### config.mk
export PLATFORM = sky130hd
export DESIGN_NAME = sl_host_loader
export DESIGN_NICKNAME = d
export VERILOG_FILES = /design/src/rtl/sl_loader_pkg.sv /design/src/rtl/sl_req_build.sv /design/src/rtl/sl_rsp_check.sv /design/src/rtl/sl_link_ser.sv /design/src/rtl/sl_link_des.sv /design/src/rtl/sl_host_loader.sv
export SDC_FILE = /design/constraint.sdc
export NUM_CORES = 1
export LEC_CHECK = 0
export BUFFER_PORTS_ARGS = -buffer_cell sky130_fd_sc_hd__buf_2
export CORE_UTILIZATION = 55
export CTS_CLUSTER_DIAMETER = 80
export DETAILED_ROUTE_END_ITERATION = 10
export PLACE_DENSITY = 0.74
export SYNTH_ARGS = -nofsm -noshare
export SYNTH_HDL_FRONTEND = slang
export SYNTH_SLANG_ARGS = --single-unit
### constraint.sdc
create_clock -name clk -period 3.6 [get_ports clk]
set_input_delay 0.72 -clock clk [delete_from_list [all_inputs] [get_ports clk]]
set_output_delay 0.72 -clock clk [all_outputs]
set_load 0.02 [all_outputs]
### src/rtl/sl_loader_pkg.sv
package sl_loader_pkg;

    localparam int FRAME_W = 123;

    localparam logic [2:0] CH_REQ      = 3'd0;
    localparam logic [2:0] CH_RSP      = 3'd3;
    localparam logic [2:0] OP_GET      = 3'd4;
    localparam logic [2:0] OP_PUT_FULL = 3'd0;
    localparam logic [2:0] OP_ACK_DATA = 3'd1;
    localparam logic [2:0] OP_ACK      = 3'd0;
    localparam logic [3:0] SIZE_WORD   = 4'd2;

    // First member is the most significant; bit 0 is the last flag.
    typedef struct packed {
        logic [2:0]  chan;
        logic [2:0]  opcode;
        logic [2:0]  param;
        logic [3:0]  size;
        logic [3:0]  source;
        logic [31:0] addr;
        logic [63:0] data;
        logic        corrupt;
        logic [7:0]  lanes;
        logic        last;
    } link_frame_t;

    typedef enum logic [2:0] {
        S_IDLE,
        S_ISSUE,
        S_DRAIN,
        S_WAIT,
        S_DONE,
        S_FAIL
    } ld_state_t;

    typedef enum logic [1:0] {
        T_BOOT,
        T_WRITE,
        T_READ,
        T_BELL
    } ld_step_t;

    function automatic logic [63:0] place_word(input logic [31:0] w, input logic hi);
        return hi ? {w, 32'h0} : {32'h0, w};
    endfunction

endpackage

### src/rtl/sl_req_build.sv
module sl_req_build
    import sl_loader_pkg::*;
#(
    parameter int SRC_ID = 0
) (
    input  logic        is_put,
    input  logic [31:0] addr,
    input  logic [31:0] word,
    output link_frame_t frame
);

    logic hi;

    assign hi = addr[2];

    always_comb begin
        frame.chan    = CH_REQ;
        frame.opcode  = is_put ? OP_PUT_FULL : OP_GET;
        frame.param   = 3'd0;
        frame.size    = SIZE_WORD;
        frame.source  = 4'(SRC_ID);
        frame.addr    = addr;
        frame.data    = is_put ? place_word(word, hi) : 64'h0;
        frame.corrupt = 1'b0;
        frame.lanes   = hi ? 8'hF0 : 8'h0F;
        frame.last    = 1'b1;
    end

endmodule

### src/rtl/sl_rsp_check.sv
module sl_rsp_check
    import sl_loader_pkg::*;
#(
    parameter int PADW   = 124,
    parameter int SRC_ID = 0
) (
    input  logic [PADW-1:0] raw,
    input  logic            expect_data,
    input  logic            hi,
    output logic            ok,
    output logic [31:0]     rword
);

    link_frame_t got;
    link_frame_t want;
    logic        pad_ok;

    assign got   = raw[FRAME_W-1:0];
    assign rword = hi ? got.data[63:32] : got.data[31:0];

    generate
        if (PADW > FRAME_W) begin : g_pad
            assign pad_ok = ~|raw[PADW-1:FRAME_W];
        end else begin : g_nopad
            assign pad_ok = 1'b1;
        end
    endgenerate

    always_comb begin
        want.chan    = CH_RSP;
        want.opcode  = expect_data ? OP_ACK_DATA : OP_ACK;
        want.param   = 3'd0;
        want.size    = SIZE_WORD;
        want.source  = 4'(SRC_ID);
        want.addr    = 32'h0;
        want.data    = expect_data ? place_word(rword, hi) : 64'h0;
        want.corrupt = 1'b0;
        want.lanes   = 8'h0;
        want.last    = 1'b1;
    end

    assign ok = pad_ok && (got == want);

endmodule

### src/rtl/sl_link_ser.sv
module sl_link_ser #(
    parameter int W  = 4,
    parameter int FW = 123
) (
    input  logic          clk,
    input  logic          rst_n,
    input  logic          in_valid,
    output logic          in_ready,
    input  logic [FW-1:0] in_frame,
    output logic          tx_valid,
    input  logic          tx_ready,
    output logic [W-1:0]  tx_bits
);

    localparam int NB   = (FW + W - 1) / W;
    localparam int PADW = NB * W;
    localparam int CW   = $clog2(NB + 1);

    logic [PADW-1:0] sh_q;
    logic [CW-1:0]   cnt_q;

    assign in_ready = (cnt_q == '0);
    assign tx_valid = (cnt_q != '0);
    assign tx_bits  = sh_q[W-1:0];

    always_ff @(posedge clk) begin
        if (!rst_n) begin
            sh_q  <= '0;
            cnt_q <= '0;
        end else if (in_valid && in_ready) begin
            sh_q  <= PADW'(in_frame);
            cnt_q <= CW'(NB);
        end else if (tx_valid && tx_ready) begin
            sh_q  <= sh_q >> W;
            cnt_q <= cnt_q - 1'b1;
        end
    end

    // a stalled beat keeps its value
    p_tx_hold_r4: assert property (@(posedge clk) disable iff (!rst_n)
        tx_valid && !tx_ready |=> tx_valid && $stable(tx_bits));

endmodule

### src/rtl/sl_link_des.sv
module sl_link_des #(
    parameter int W  = 4,
    parameter int FW = 123
) (
    input  logic                                clk,
    input  logic                                rst_n,
    input  logic                                in_valid,
    output logic                                in_ready,
    input  logic [W-1:0]                        in_bits,
    output logic                                out_valid,
    input  logic                                out_ready,
    output logic [((FW + W - 1) / W) * W - 1:0] out_raw
);

    localparam int NB   = (FW + W - 1) / W;
    localparam int PADW = NB * W;
    localparam int CW   = $clog2(NB + 1);

    logic [PADW-1:0] sh_q;
    logic [CW-1:0]   cnt_q;
    logic            full_q;

    assign in_ready  = !full_q;
    assign out_valid = full_q;
    assign out_raw   = sh_q;

    always_ff @(posedge clk) begin
        if (!rst_n) begin
            sh_q   <= '0;
            cnt_q  <= '0;
            full_q <= 1'b0;
        end else begin
            if (out_valid && out_ready) begin
                full_q <= 1'b0;
            end
            if (in_valid && in_ready) begin
                sh_q <= {in_bits, sh_q[PADW-1:W]};
                if (cnt_q == CW'(NB - 1)) begin
                    cnt_q  <= '0;
                    full_q <= 1'b1;
                end else begin
                    cnt_q <= cnt_q + 1'b1;
                end
            end
        end
    end

    // a frame completes only on an accepted beat
    p_frame_end_r12: assert property (@(posedge clk) disable iff (!rst_n)
        $rose(out_valid) |-> $past(in_valid && in_ready));

endmodule

### src/rtl/sl_host_loader.sv
module sl_host_loader
    import sl_loader_pkg::*;
#(
    parameter int          PHIT_W       = 4,
    parameter int          NWORDS       = 4,
    parameter int          SRC_ID       = 0,
    parameter logic [31:0] BOOT_ADDR    = 32'h0001_0000,
    parameter logic [31:0] SCRATCH_BASE = 32'h8000_0000,
    parameter logic [31:0] BELL_ADDR    = 32'h0200_0000
) (
    input  logic                                          clk,
    input  logic                                          rst_n,
    input  logic                                          start,
    input  logic [31:0]                                   boot_expect,
    output logic [((NWORDS > 1) ? $clog2(NWORDS) : 1)-1:0] prog_idx,
    input  logic [31:0]                                   prog_word,
    output logic                                          busy,
    output logic                                          done,
    output logic                                          err,
    output logic                                          tx_valid,
    input  logic                                          tx_ready,
    output logic [PHIT_W-1:0]                             tx_bits,
    input  logic                                          rx_valid,
    output logic                                          rx_ready,
    input  logic [PHIT_W-1:0]                             rx_bits
);

    localparam int IW   = (NWORDS > 1) ? $clog2(NWORDS) : 1;
    localparam int NB   = (FRAME_W + PHIT_W - 1) / PHIT_W;
    localparam int PADW = NB * PHIT_W;

    ld_state_t       state_q, state_d;
    ld_step_t        step_q, step_d;
    logic [IW-1:0]   idx_q, idx_d;
    logic            err_q, done_q;

    logic [31:0]     req_addr;
    logic [31:0]     req_word;
    logic            req_is_put;
    link_frame_t     req_frame;
    logic            ser_valid, ser_ready;
    logic            rsp_valid;
    logic [PADW-1:0] rsp_raw;
    logic            rsp_ok;
    logic [31:0]     rword;
    logic            want_cmp;
    logic [31:0]     cmp_word;
    logic            rsp_bad;

    // ---------------- request content ----------------
    always_comb begin
        unique case (step_q)
            T_BOOT:  req_addr = BOOT_ADDR;
            T_WRITE,
            T_READ:  req_addr = SCRATCH_BASE + (32'(idx_q) << 2);
            T_BELL:  req_addr = BELL_ADDR;
            default: req_addr = BOOT_ADDR;
        endcase
    end

    assign req_is_put = (step_q == T_WRITE) || (step_q == T_BELL);
    assign req_word   = (step_q == T_WRITE) ? prog_word :
                        (step_q == T_BELL)  ? 32'd1 : 32'd0;
    assign want_cmp   = (step_q == T_BOOT) || (step_q == T_READ);
    assign cmp_word   = (step_q == T_BOOT) ? boot_expect : prog_word;

    sl_req_build #(.SRC_ID(SRC_ID)) u_build (
        .is_put (req_is_put),
        .addr   (req_addr),
        .word   (req_word),
        .frame  (req_frame)
    );

    sl_link_ser #(.W(PHIT_W), .FW(FRAME_W)) u_ser (
        .clk      (clk),
        .rst_n    (rst_n),
        .in_valid (ser_valid),
        .in_ready (ser_ready),
        .in_frame (req_frame),
        .tx_valid (tx_valid),
        .tx_ready (tx_ready),
        .tx_bits  (tx_bits)
    );

    sl_link_des #(.W(PHIT_W), .FW(FRAME_W)) u_des (
        .clk       (clk),
        .rst_n     (rst_n),
        .in_valid  (rx_valid),
        .in_ready  (rx_ready),
        .in_bits   (rx_bits),
        .out_valid (rsp_valid),
        .out_ready (1'b1),
        .out_raw   (rsp_raw)
    );

    sl_rsp_check #(.PADW(PADW), .SRC_ID(SRC_ID)) u_chk (
        .raw         (rsp_raw),
        .expect_data (want_cmp),
        .hi          (req_addr[2]),
        .ok          (rsp_ok),
        .rword       (rword)
    );

    assign rsp_bad = !rsp_ok || (want_cmp && (rword != cmp_word));

    // ---------------- next state ----------------
    always_comb begin
        state_d = state_q;
        step_d  = step_q;
        idx_d   = idx_q;
        unique case (state_q)
            S_IDLE, S_DONE, S_FAIL: begin
                if (start) begin
                    state_d = S_ISSUE;
                    step_d  = T_BOOT;
                    idx_d   = '0;
                end
            end
            S_ISSUE: begin
                if (ser_ready) begin
                    state_d = S_DRAIN;
                end
            end
            S_DRAIN: begin
                if (ser_ready) begin
                    state_d = S_WAIT;
                end
            end
            S_WAIT: begin
                if (rsp_valid) begin
                    if (rsp_bad) begin
                        state_d = S_FAIL;
                    end else begin
                        state_d = S_ISSUE;
                        unique case (step_q)
                            T_BOOT:  step_d = T_WRITE;
                            T_WRITE: step_d = T_READ;
                            T_READ: begin
                                if (idx_q == IW'(NWORDS - 1)) begin
                                    step_d = T_BELL;
                                end else begin
                                    step_d = T_WRITE;
                                    idx_d  = idx_q + 1'b1;
                                end
                            end
                            T_BELL:  state_d = S_DONE;
                            default: state_d = S_FAIL;
                        endcase
                    end
                end
            end
            default: state_d = S_IDLE;
        endcase
    end

    // ---------------- state register ----------------
    always_ff @(posedge clk) begin
        if (!rst_n) begin
            state_q <= S_IDLE;
            step_q  <= T_BOOT;
            idx_q   <= '0;
        end else begin
            state_q <= state_d;
            step_q  <= step_d;
            idx_q   <= idx_d;
        end
    end

    // ---------------- outputs ----------------
    always_ff @(posedge clk) begin
        if (!rst_n) begin
            err_q  <= 1'b0;
            done_q <= 1'b0;
        end else begin
            err_q  <= (state_d == S_FAIL);
            done_q <= (state_d == S_DONE);
        end
    end

    assign ser_valid = (state_q == S_ISSUE);
    assign busy      = (state_q == S_ISSUE) || (state_q == S_DRAIN) || (state_q == S_WAIT);
    assign done      = done_q;
    assign err       = err_q;
    assign prog_idx  = idx_q;

    // nothing is sent while a reply is awaited
    p_wait_quiet_r6: assert property (@(posedge clk) disable iff (!rst_n)
        state_q == S_WAIT |-> !tx_valid);

    // the error flag holds until a new start
    p_err_sticky_r8: assert property (@(posedge clk) disable iff (!rst_n)
        err_q && !start |=> err_q);

    // completion never coexists with an error
    p_done_clean_r11: assert property (@(posedge clk) disable iff (!rst_n)
        done_q |-> !err_q);

    // a frame landing outside S_WAIT causes no error
    p_stray_ignored_r10: assert property (@(posedge clk) disable iff (!rst_n)
        rsp_valid && (state_q inside {S_ISSUE, S_DRAIN}) |=> !err_q);

endmodule

==> reports/results.md <==
| Parameter | Reported | Unit |
| --- | --- | --- |
| Outcome | complete, no violations | - |
| Number of hold-slack violations in the final timing report | 0 | - |
| Number of instances in the synthesized netlist | 1405 | - |
| Period utilisation layout | 0.849 | - |
| Final #Nets | 1503 | - |
| Maximum Capacitance Violations | 0 | - |
| CP max FO | 20 | - |
| Number of storage elements in the synthesis netlist | 250 | - |
| Number of H-tree branching levels | 1 | - |
| Worst supply voltage drop on vdd | 0.000451 | V |
| Area overhead of the layout relative to synthesis | 13.0 | % |
| Port Buf Inserts | 83 | - |
| Initial Utilization | 0.562 | - |
| Setup repair after global routing missed its margin | false | - |
| Average vias per placed instance | 6.00 | - |
| Total power | 0.00774 | W |
| CTS hold repair buffers | 0 | - |
| Worst clock skew | 9.73 | ps |
| Die width | 143 | µm |
| Reported net switching power | 0.00240 | W |
| Post-cts repair resize count | 0 | - |
| Ant. Diodes | 0 | - |
| Routed via count | 10247 | - |
| Hold Worst Slack | 436 | ps |
| Largest cells by area after synthesis | dfxtp_1, nand2_1, a21oi_1 | - |
| Detailed Place HPWL | 20400 | µm |
| Actual slew at the worst max-slew pin | 1260 | ps |
| Register area share after synthesis | 0.456 | - |
| Max Slew Vio Count | 0 | - |
| Fmax | 327 | MHz |
| Internal Dissipation | 0.00534 | W |
| Warning count from the yosys run | 0 | - |
| Clock Root Buffer | clkbuf_16 | - |
| Floorplan die height | 143 | µm |
| Worst hold stages | 3 | - |
| Critical path capture point type | register | - |
| Maximum number of pins on one net before global-route repair | 125 | - |
| Clock Pin Slew Worst Setup and Hold Paths | 60 | ps |
| Post-CTS Repair Setup Buffers | 0 | - |
| Library cell occupying the most area in the post-synthesis netlist | dfxtp_1 | - |
| CP required | 4020 | ps |
| Row cnt | 51 | - |
| Overall overflow remaining after global route | 0 | - |
| CTS buffer count | 26 | - |
| Number of iterations in the first detailed-routing pass | 5 | - |
| Total power per unit cell area | 625 | nW/µm² |
| Startpoint class of the critical path | register | - |
| RePlAce Congestion | 0.967 | - |
| Initial drt markers | 1148 | - |
| Clock share of power | 0.375 | - |
| Part of the total power dissipated in combinational logic | 0.211 | - |
| Share of the synthesized area in the top cell type | 0.456 | - |
| Worst Path Class, Setup | reg -> reg | - |
| Final setup viols | 0 | - |
| Global-route wire length before repair | 47100 | µm |
| Number of global-route vias before repair | 8978 | - |
| Count of flip-flops with a built-in enable after synthesis | 0 | - |
| Final Util | 0.635 | - |
| Leakage | 4.72 | nW |
| Net switching share of the total power | 0.310 | - |
| Final total negative setup slack | 0 | ps |
| Post-synth cell types | 44 | - |
| Area of the die | 20500 | µm² |
| Top-level port count | 84 | - |
| Relative slew slack | 0.159 | - |
| Mean instance size in the synthesized netlist | 7.81 | µm² |
| Overall track demand over capacity in global routing | 0.290 | - |
| Clock Tree Buf Depth | 3 | - |
| Clock tree from TritonCTS | yes | - |
| Number of filler instances in the final layout | 1735 | - |
| Synth Net Count | 1486 | - |
| Clock Latency Late Sink | 530 | ps |
| Total wire length | 30200 | µm |
| Number of cells on the worst reg-to-reg path | 11 | - |
| Initial antenna violation count | 0 | - |
| Predominant post-synthesis flop cell | dfxtp_1 | - |
| Sinks on Clock Net | 250 | - |
| WL per Instance | 17.7 | µm |
| Core region area | 19500 | µm² |
| Drc violations | 0 | - |
| Share of synthesized flip-flops with an asynchronous set or reset | 0 | - |
| Seq pwr share | 0.415 | - |
| Clock period minus final worst setup slack | 3050 | ps |
| Count of nets left with antenna violations after detail routing | 0 | - |
| Post-synthesis instance area | 11000 | µm² |
| Path category of the worst min-delay check | in -> reg | - |
| Share of layout cells above drive strength 1 | 0.111 | - |
| CP arrival | 3480 | ps |
[cells in the mapped netlist, types with 2 or more instances]
cell type and n:
a211oi_1 2, a21boi_0 32, a21oi_1 192, a221oi_1 8, a222oi_1 29, a22oi_1 4, a31oi_1 7, and2_1 4
and3_1 36, buf_1 6, buf_2 11, buf_4 9, buf_6 4, clkbuf_1 86, dfxtp_1 250, ha_1 8
inv_1 9, mux2i_1 37, nand2_1 351, nand3_1 29, nand4_1 18, nand4b_1 7, nor2_1 65, nor2b_1 3
nor3_1 15, nor4_1 33, nor4b_1 2, o21ai_0 100, o21ai_1 2, or3_1 26, xnor2_1 5, xor2_1 3
[metal layers]
metal	track usage	vias to the layer above	part of all wire
li1	-	4967	-
met1	0.387	4880	0.42
met2	0.467	339	0.47
met3	0.0530	61	0.077
met4	0.105	0	0.031
met5	0	-	0
[placed cells by master, fill, tap and decap left out, drive strengths merged, types with 11 or more instances in the layout]
cell type  netlist  final
nand3           29     29
a222oi          29     29
dfxtp          250    250
a21oi          192    192
and3            36     36
nor3            15     15
inv              9     11
a21boi          32     32
buf             30    105
clkbuf          86     36
o21ai          102    102
nand2          351    351
nor4            33     33
or3             26     26
nor2            65     65
nand4           18     18
mux2i           37     37
[power groups by stage]
stage	combinational (W)	sequential, W	clock [W]
2_1_floorplan	0.00119	0.00321	0
3_3_place_gp	0.00158	0.00325	0
3_5_place_dp	0.00160	0.00325	0
4_1_cts	0.00162	0.00320	0.00293
5_1_grt	0.00179	0.00323	0.00305
6_report	0.00163	0.00321	0.00290
[sequential cells by signal, summed over array words and instances (netlist names)]
register / cells
u_ser.sh_q: 106
err: 1
u_des.out_raw: 124
done: 1
u_ser.cnt_q: 5
state_q: 3
u_des.cnt_q: 5
u_des.out_valid: 1
prog_idx: 2
step_q: 2
[worst paths after layout]
check                  from                 end  slack (ps)
max               step_q[0]                 err         550
min              rx_bits[1]  u_des.out_raw[121]         440
max reg2reg       step_q[0]                 err         550
min reg2reg  u_ser.sh_q[97]      u_ser.sh_q[93]         450
[through the flow]
step	area [µm²]	worst slack [ps]	std cells
floorplan	11000	1120	1405
global placement	11400	644	1659
detailed placement	11400	539	1659
CTS	12400	540	1707
global route	12400	262	1707
finish	12400	545	1707
[worst max-delay path: stages (launching register included)]
cell and delay (ps):
dfxtp_1 340, inv_1 90, ha_2 580, buf_4 290, mux2i_1 250, nor3_1 80
nand4b_1 180, nor4_1 280, nand4_1 260, o32ai_2 220, a31oi_1 150, a32o_1 210
[area by class of cell]
cell class | instances | area [µm²] | area share
Sequential cell | 250 | 5000 | 0.404
Clock inverter | 12 | 164 | 0.0132
Multi-Input combinational cell | 1029 | 5440 | 0.439
Inverter | 10 | 42.5 | 0.00343
Tap cell | 265 | 332 | 0.0268
Clock buffer | 36 | 779 | 0.0629
Timing Repair Buffer | 105 | 631 | 0.0509
[cells by family after synthesis]
family / count (synthesis) / share of synthesized area
XOR/XNOR: 8 / 0.00639
multiplexers: 37 / 0.0338
flip-flops: 250 / 0.456
buffers and inverters: 126 / 0.0502
adder cells (fa/ha/maj): 8 / 0.00913
AO/OA/AOI/OAI: 384 / 0.204
AND/OR/NAND/NOR: 592 / 0.240
(Power assumes the default switching activity.)
